<file path="src/rtl/be_bus_pkg.sv">
package be_bus_pkg;
  typedef enum logic [1:0] {
    SZ_BYTE = 2'b00,
    SZ_WORD = 2'b01,
    SZ_LONG = 2'b10,
    SZ_RSVD = 2'b11
  } xfer_size_e;

  typedef enum logic [1:0] {
    ST_IDLE  = 2'b00,
    ST_XFER  = 2'b01,
    ST_DONE  = 2'b10,
    ST_FAULT = 2'b11
  } ctl_state_e;
endpackage

</file>
<file path="src/rtl/be_rst_sync.sv">
module be_rst_sync #(
  parameter int STAGES = 2
) (
  input  logic clk,
  input  logic rst_n_async,
  output logic rst_n_sync
);
  logic [STAGES-1:0] chain_q;

  always_ff @(posedge clk or negedge rst_n_async) begin
    if (!rst_n_async) chain_q <= '0;
    else              chain_q <= {chain_q[STAGES-2:0], 1'b1};
  end

  assign rst_n_sync = chain_q[STAGES-1];
endmodule

</file>
<file path="src/rtl/be_ctl_fsm.sv">
module be_ctl_fsm
  import be_bus_pkg::*;
(
  input  logic       clk,
  input  logic       rst_n,
  input  logic       req_valid,
  input  xfer_size_e req_size,
  input  logic       req_lsb,
  input  logic       lat_long,
  input  logic       mem_ready,
  output ctl_state_e state_q,
  output logic       phase_q,
  output logic       accept,
  output logic       handshake
);
  ctl_state_e state_d;
  logic       phase_d;
  logic       phase_en;
  logic       misalign;

  always_comb begin
    misalign  = (req_size == SZ_RSVD) || ((req_size != SZ_BYTE) && req_lsb);
    accept    = req_valid && (state_q == ST_IDLE);
    handshake = (state_q == ST_XFER) && mem_ready;
  end

  always_comb begin
    state_d = state_q;
    case (state_q)
      ST_IDLE: begin
        if (accept) state_d = misalign ? ST_FAULT : ST_XFER;
      end
      ST_XFER: begin
        if (handshake && !(lat_long && !phase_q)) state_d = ST_DONE;
      end
      ST_DONE:  state_d = ST_IDLE;
      ST_FAULT: state_d = ST_IDLE;
      default:  state_d = ST_IDLE;
    endcase
  end

  always_comb begin
    phase_en = accept || handshake;
    phase_d  = accept ? 1'b0 : 1'b1;
  end

  always_ff @(posedge clk or negedge rst_n) begin
    if (!rst_n) state_q <= ST_IDLE;
    else        state_q <= state_d;
  end

  always_ff @(posedge clk or negedge rst_n) begin
    if (!rst_n)        phase_q <= 1'b0;
    else if (phase_en) phase_q <= phase_d;
  end

  assert_fault_path_R3: assert property (@(posedge clk) disable iff (!rst_n)
    (accept && misalign) |=> (state_q == ST_FAULT));

  assert_fault_leaves_R3: assert property (@(posedge clk) disable iff (!rst_n)
    (state_q == ST_FAULT) |=> (state_q == ST_IDLE));

  assert_done_once_R9: assert property (@(posedge clk) disable iff (!rst_n)
    (state_q == ST_DONE) |=> (state_q == ST_IDLE));

  assert_long_second_R7: assert property (@(posedge clk) disable iff (!rst_n)
    (handshake && lat_long && !phase_q) |=> (state_q == ST_XFER && phase_q));
endmodule

</file>
<file path="src/rtl/be_req_latch.sv">
module be_req_latch
  import be_bus_pkg::*;
#(
  parameter int ADDR_IN_W  = 32,
  parameter int ADDR_OUT_W = 24
) (
  input  logic                  clk,
  input  logic                  rst_n,
  input  logic                  load,
  input  logic [ADDR_IN_W-1:0]  req_addr,
  input  xfer_size_e            req_size,
  input  logic                  req_write,
  input  logic [31:0]           req_wdata,
  input  logic                  phase,
  output logic [ADDR_OUT_W-1:0] word_addr,
  output xfer_size_e            lat_size,
  output logic                  lat_write,
  output logic                  lat_odd,
  output logic [31:0]           lat_wdata
);
  localparam int STEP_PAD = ADDR_OUT_W - 2;

  logic [ADDR_OUT_W-1:0] base_q;
  logic [ADDR_OUT_W-1:0] step;

  always_ff @(posedge clk or negedge rst_n) begin
    if (!rst_n) begin
      base_q    <= '0;
      lat_size  <= SZ_BYTE;
      lat_write <= 1'b0;
      lat_odd   <= 1'b0;
      lat_wdata <= '0;
    end else if (load) begin
      base_q    <= {req_addr[ADDR_OUT_W-1:1], 1'b0};
      lat_size  <= req_size;
      lat_write <= req_write;
      lat_odd   <= req_addr[0];
      lat_wdata <= req_wdata;
    end
  end

  always_comb begin
    step      = {{STEP_PAD{1'b0}}, phase, 1'b0};
    word_addr = base_q + step;
  end
endmodule

</file>
<file path="src/rtl/be_lane_steer.sv">
module be_lane_steer
  import be_bus_pkg::*;
(
  input  xfer_size_e  size,
  input  logic        odd,
  input  logic        phase,
  input  logic [31:0] wdata,
  output logic        ub,
  output logic        lb,
  output logic [15:0] lane_wdata
);
  always_comb begin
    ub         = 1'b0;
    lb         = 1'b0;
    lane_wdata = '0;
    case (size)
      SZ_BYTE: begin
        ub         = !odd;
        lb         = odd;
        lane_wdata = odd ? {8'h00, wdata[7:0]} : {wdata[7:0], 8'h00};
      end
      SZ_WORD: begin
        ub         = 1'b1;
        lb         = 1'b1;
        lane_wdata = wdata[15:0];
      end
      SZ_LONG: begin
        ub         = 1'b1;
        lb         = 1'b1;
        lane_wdata = phase ? wdata[15:0] : wdata[31:16];
      end
      default: begin
        ub         = 1'b0;
        lb         = 1'b0;
        lane_wdata = '0;
      end
    endcase
  end
endmodule

</file>
<file path="src/rtl/be_read_pack.sv">
module be_read_pack
  import be_bus_pkg::*;
(
  input  logic        clk,
  input  logic        rst_n,
  input  logic        capture,
  input  xfer_size_e  size,
  input  logic        odd,
  input  logic        phase,
  input  logic [15:0] mem_rdata,
  output logic [31:0] rdata_q
);
  logic [31:0] rdata_d;

  always_comb begin
    rdata_d = rdata_q;
    case (size)
      SZ_BYTE: rdata_d = {24'h0, odd ? mem_rdata[7:0] : mem_rdata[15:8]};
      SZ_WORD: rdata_d = {16'h0, mem_rdata};
      SZ_LONG: rdata_d = phase ? {rdata_q[31:16], mem_rdata} : {mem_rdata, 16'h0};
      default: rdata_d = rdata_q;
    endcase
  end

  always_ff @(posedge clk or negedge rst_n) begin
    if (!rst_n)       rdata_q <= '0;
    else if (capture) rdata_q <= rdata_d;
  end

  assert_upper_zero_R5: assert property (@(posedge clk) disable iff (!rst_n)
    (capture && size == SZ_BYTE) |=> (rdata_q[31:8] == 24'h0));
endmodule

</file>
<file path="src/rtl/be_bus_adapter.sv">
module be_bus_adapter
  import be_bus_pkg::*;
#(
  parameter int ADDR_IN_W  = 32,
  parameter int ADDR_OUT_W = 24
) (
  input  logic                  clk,
  input  logic                  rst_n,
  input  logic                  req_valid,
  output logic                  req_ready,
  input  logic [ADDR_IN_W-1:0]  req_addr,
  input  logic [1:0]            req_size,
  input  logic                  req_write,
  input  logic [31:0]           req_wdata,
  output logic                  done,
  output logic                  align_err,
  output logic [31:0]           rdata,
  output logic                  mem_valid,
  input  logic                  mem_ready,
  output logic [ADDR_OUT_W-1:0] mem_addr,
  output logic                  mem_we,
  output logic                  mem_ub,
  output logic                  mem_lb,
  output logic [15:0]           mem_wdata,
  input  logic [15:0]           mem_rdata
);
  logic       rst_sync_n;
  ctl_state_e state_q;
  logic       phase_q;
  logic       accept;
  logic       handshake;
  xfer_size_e size_in;
  xfer_size_e lat_size;
  logic       lat_write;
  logic       lat_odd;
  logic [31:0] lat_wdata;
  logic       lat_long;
  logic       strobe_ub;
  logic       strobe_lb;

  assign size_in  = xfer_size_e'(req_size);
  assign lat_long = (lat_size == SZ_LONG);

  be_rst_sync #(.STAGES(2)) u_rst (
    .clk         (clk),
    .rst_n_async (rst_n),
    .rst_n_sync  (rst_sync_n)
  );

  be_ctl_fsm u_fsm (
    .clk       (clk),
    .rst_n     (rst_sync_n),
    .req_valid (req_valid),
    .req_size  (size_in),
    .req_lsb   (req_addr[0]),
    .lat_long  (lat_long),
    .mem_ready (mem_ready),
    .state_q   (state_q),
    .phase_q   (phase_q),
    .accept    (accept),
    .handshake (handshake)
  );

  be_req_latch #(
    .ADDR_IN_W  (ADDR_IN_W),
    .ADDR_OUT_W (ADDR_OUT_W)
  ) u_latch (
    .clk       (clk),
    .rst_n     (rst_sync_n),
    .load      (accept),
    .req_addr  (req_addr),
    .req_size  (size_in),
    .req_write (req_write),
    .req_wdata (req_wdata),
    .phase     (phase_q),
    .word_addr (mem_addr),
    .lat_size  (lat_size),
    .lat_write (lat_write),
    .lat_odd   (lat_odd),
    .lat_wdata (lat_wdata)
  );

  be_lane_steer u_steer (
    .size       (lat_size),
    .odd        (lat_odd),
    .phase      (phase_q),
    .wdata      (lat_wdata),
    .ub         (strobe_ub),
    .lb         (strobe_lb),
    .lane_wdata (mem_wdata)
  );

  be_read_pack u_rpack (
    .clk       (clk),
    .rst_n     (rst_sync_n),
    .capture   (handshake && !lat_write),
    .size      (lat_size),
    .odd       (lat_odd),
    .phase     (phase_q),
    .mem_rdata (mem_rdata),
    .rdata_q   (rdata)
  );

  always_comb begin
    req_ready = (state_q == ST_IDLE);
    mem_valid = (state_q == ST_XFER);
    done      = (state_q == ST_DONE);
    align_err = (state_q == ST_FAULT);
    mem_we    = mem_valid && lat_write;
    mem_ub    = mem_valid && strobe_ub;
    mem_lb    = mem_valid && strobe_lb;
  end

  assert_hold_R8: assert property (@(posedge clk) disable iff (!rst_sync_n)
    (mem_valid && !mem_ready) |=> (mem_valid && $stable(mem_addr) && $stable(mem_wdata)
                                   && $stable(mem_ub) && $stable(mem_lb)));

  assert_strobe_R4: assert property (@(posedge clk) disable iff (!rst_sync_n)
    (mem_valid && lat_size == SZ_BYTE) |-> $onehot({mem_ub, mem_lb}));

  assert_word_strobes_R6: assert property (@(posedge clk) disable iff (!rst_sync_n)
    (mem_valid && lat_size != SZ_BYTE) |-> (mem_ub && mem_lb));

  assert_long_step_R7: assert property (@(posedge clk) disable iff (!rst_sync_n)
    (mem_valid && mem_ready && lat_long && !phase_q) |=>
      (mem_addr == $past(mem_addr) + ADDR_OUT_W'(2)));

  assert_even_bus_R2: assert property (@(posedge clk) disable iff (!rst_sync_n)
    mem_valid |-> (mem_addr[0] == 1'b0));

  assert_pulses_R9: assert property (@(posedge clk) disable iff (!rst_sync_n)
    $onehot0({done, align_err, mem_valid, req_ready}));

  assert_busy_R10: assert property (@(posedge clk) disable iff (!rst_sync_n)
    (req_valid && !req_ready) |=> !align_err);
endmodule

</file>
<file path="config.mk">
export PLATFORM = sky130hd
export DESIGN_NAME = be_bus_adapter
export DESIGN_NICKNAME = d
export VERILOG_FILES = /design/src/rtl/be_bus_pkg.sv /design/src/rtl/be_rst_sync.sv /design/src/rtl/be_ctl_fsm.sv /design/src/rtl/be_req_latch.sv /design/src/rtl/be_lane_steer.sv /design/src/rtl/be_read_pack.sv /design/src/rtl/be_bus_adapter.sv
export SDC_FILE = /design/constraint.sdc
export NUM_CORES = 1
export LEC_CHECK = 0
export BUFFER_PORTS_ARGS = -buffer_cell sky130_fd_sc_hd__buf_4
export CORE_ASPECT_RATIO = 1.2
export CORE_MARGIN = 2
export CORE_UTILIZATION = 50
export CTS_CLUSTER_DIAMETER = 80
export DETAILED_ROUTE_END_ITERATION = 7
export PLACE_DENSITY = 0.83
export SYNTH_ARGS = -nofsm -noshare
export SYNTH_HDL_FRONTEND = slang
export SYNTH_SLANG_ARGS = --single-unit
</file>
<file path="constraint.sdc">
create_clock -name clk -period 8.7 [get_ports clk]
set_input_delay 0.87 -clock clk [delete_from_list [all_inputs] [get_ports clk]]
set_output_delay 0.87 -clock clk [all_outputs]
set_load 0.02 [all_outputs]
</file>
==> impl_metrics.py <==
metrics = {
    "status": {
        "status": "complete, no violations",
    },
    "clocking": {
        "cts_buffers": 9,
        "clkSlewWorstSetupHoldPaths_ns": 0.09,
        "cts_resized": 0,
        "cts.sinks": 96,
        "h-tree-depth": 3,
        "post_cts_buffers": 0,
        "root_buffer": "clkbuf_8",
        "clockBufferDepth": 2,
        "hold_buffers": 0,
        "insertion_delay_ns": 0.37,
        "cts_tree": "built",
    },
    "die": {
        "initial_core_util_pct": 50.8,
        "die_w_um": 90.7,
        "die-height_um": 108,
        "die_area_mm2": 0.00981,
        "core_area_mm2": 0.00889,
        "ioPinCount": 166,
        "rows": 38,
    },
    "route": {
        "drtIter0Drc": 196,
        "routedWlPerCell_um": 14.9,
        "vias": 4060,
        "antenna_left": 0,
        "via_per_inst": 5.30,
        "drcViolationCount": 0,
        "wirelength_um": 11400,
        "drtPass1Iterations": 5,
    },
    "timing": {
        "relSlewSlack_pct": 25.2,
        "fin_crit_sh_pct": 38.3,
        "timing.final.ws_setup_ns": 5.37,
        "clock_skew_ns": 0.0103,
        "min_period_ns": 3.33,
        "worstMarginPinSlew_ns": 1.12,
        "fmax_mhz": 300,
        "tns_ns": 0,
        "hold_viol": 0,
        "rsz0062_at_grt": "no",
        "drv_slew": 0,
        "setup_viol": 0,
    },
    "job": {
        "max_cap_viol_count": 0,
    },
    "logic_synthesis": {
        "syn-cell-area_mm2": 0.00451,
        "synth_top_family_by_area": "simple AND/OR/NAND/NOR gates",
        "yosysSeqAreaShare_pct": 53.2,
        "ys_types": 36,
        "synth_cells": 502,
        "yosys.area.top_type": "dfrtp_1",
        "muxShareOfSynthArea_pct": 1.77,
        "synth_top_area_share_pct": 53.2,
        "synth-main-ff-cell": "dfrtp_1",
        "synth-xor-area-share_pct": 4.24,
        "synth_top_cells_by_area": "dfrtp_1, nand2_1, a22o_1",
        "synth_compound_area_share_pct": 10.8,
        "synth-warning-count": 0,
        "yosys.area_share.simple_pct": 24.7,
        "syn_area_per_cell_um2": 8.99,
        "synth_fp_nets": 597,
        "synthAdderAreaFrac_pct": 2.22,
        "async_flop_share_pct": 100,
        "synth-seq-cells": 96,
        "synth_edf_count": 0,
    },
    "global_route": {
        "gr-total-overflow": 0,
        "grt_max_degree": 69,
        "first_global_vias": 3979,
        "antenna_found_initial": 0,
        "grt_pass1_wl_um": 18500,
        "grt_usage_pct": 23.6,
    },
    "worst_setup_path": {
        "crit_required_ns": 7.83,
        "cp-end-kind": "output pin",
        "cp.arrival_ns": 2.46,
        "crit_fanout": 6,
        "path_class": "reg2out",
        "start_kind": "flip-flop",
    },
    "min_path": {
        "holdCritPathClass": "reg2async",
    },
    "place": {
        "port_buffers": 156,
        "dp_slack_ns": 5.75,
        "hpwl_um": 8150,
        "place.gp.congestion": 0.836,
    },
    "finish": {
        "final_layout_size_suffix_gt1_share_pct": 27.4,
        "antenna_cells": 0,
        "finish.net_count": 737,
        "areaGrowthSynthToFinish_pct": 31.6,
    },
    "pwr": {
        "peakVddDrop_mv": 0.248,
        "power_density_mw_per_mm2": 379,
        "power_leakage_nw": 3.17,
    },
}
## sequential cells by signal, summed over array words and instances, names as in the netlist
name	count
u_latch.lat_size	2
u_fsm.phase_q	1
u_fsm.state_q	2
u_rst.chain_q	2
u_latch.base_q	23
u_latch.lat_write	1
u_latch.lat_wdata	32
u_latch.lat_odd	1
u_rpack.rdata_q	32
## cells in the final DEF, fill, tap and decap left out, types with 2 or more instances in the layout
| cell | n |
|---|---|
| a21o_1 | 2 |
| a21oi_1 | 2 |
| a222oi_1 | 7 |
| a22o_1 | 24 |
| a22oi_1 | 8 |
| a31oi_1 | 8 |
| and2_1 | 2 |
| and3_1 | 5 |
| buf_4 | 158 |
| bufinv_16 | 2 |
| clkbuf_1 | 2 |
| clkbuf_8 | 9 |
| clkinv_2 | 2 |
| conb_1 | 2 |
| dfrtp_1 | 95 |
| ha_1 | 8 |
| inv_1 | 3 |
| mux2i_1 | 8 |
| nand2_1 | 196 |
| nand2b_1 | 2 |
| nand3_1 | 8 |
| nand4_1 | 6 |
| nor2_1 | 34 |
| nor2b_1 | 5 |
| nor3_1 | 4 |
| nor4_1 | 2 |
| o21ai_0 | 11 |
| xnor2_1 | 12 |
| xor2_1 | 8 |
## per-stage QoR
stage	utilization, %	hold slack, ns	std cells	total power, mW	instance area, um^2
2_1_floorplan	-	0.331	502	1.50	4510
4_1_cts	66.8	0.243	766	2.27	5940
5_1_grt	66.8	0.251	766	2.41	5940
6_report	66.8	0.233	766	2.25	5940
3_3_place_gp	64.6	0.239	751	1.92	5740
3_5_place_dp	64.6	0.240	751	1.96	5740
## logic make-up (layout without fill, tap and decap cells)
kind of cell / count (synthesis) / in the layout
multiplexers: 8 / 8
AO/OA/AOI/OAI: 64 / 64
buffers and inverters: 32 / 176
adder cells (fa/ha/maj): 8 / 8
XOR/XNOR: 21 / 21
other: 2 / 2
AND/OR/NAND/NOR: 271 / 271
flip-flops: 96 / 96
## layer usage
layer	vias up	wire length [um]	track usage (%)
li1	1947	-	-
met1	1949	4880	30.6
met2	151	5630	39.5
met3	13	721	5.37
met4	0	183	7.69
met5	-	0	0
## cells in the mapped netlist (5+ instances only)
| master | instances |
|---|---|
| a22oi_1 | 8 |
| clkbuf_1 | 24 |
| a22o_1 | 24 |
| xor2_1 | 8 |
| nand2_1 | 197 |
| ha_1 | 8 |
| xnor2_1 | 12 |
| nand4_1 | 6 |
| dfrtp_1 | 96 |
| nand3_1 | 8 |
| nor2_1 | 34 |
| a222oi_1 | 7 |
| and3_1 | 5 |
| nor2b_1 | 5 |
| mux2i_1 | 8 |
| a31oi_1 | 8 |
| o21ai_0 | 11 |
## path summary, 6_finish.rpt
check	start	endpoint	slack [ns]	depth (start not counted)
hold / removal	u_rst.chain_q[1]	u_latch.lat_wdata[25]	0.23	0
setup / recovery	u_fsm.phase_q	mem_addr[11]	5.37	7
min in group clk	u_rst.chain_q[0]	u_rst.chain_q[1]	0.35	0
hold reg to reg	u_rst.chain_q[1]	u_latch.lat_wdata[25]	0.23	0
setup reg to reg	u_latch.lat_size[1]	u_rpack.rdata_q[13]	6.46	4
max in group asynchronous	u_rst.chain_q[1]	u_latch.base_q[23]	7.29	1
## where the power goes
group | total (mW) | internal (mW) | switching [mW]
clock network | 0.306 | 0.160 | 0.146
logic | 1.13 | 0.471 | 0.661
registers | 0.816 | 0.637 | 0.178
## layout make-up
| cell class | count | area [um^2] |
|---|---|---|
| multi-input cells | 374 | 1990 |
| fillers | 735 | 2950 |
| inverters | 3 | 11.3 |
| clock inverters | 4 | 70.1 |
| repair buffers | 158 | 1190 |
| well taps | 120 | 150 |
| clock buffers | 11 | 131 |
| flip-flops and latches | 96 | 2410 |
## critical path, cell delays in order, from the launching register on
cell,delay [ns]
dfrtp_1,0.45
ha_1,0.22
ha_1,0.23
nand2_1,0.09
nor3_1,0.51
and3_1,0.26
xor2_1,0.16
buf_4,0.16
Note: power is estimated with default switching activity, not from simulation.
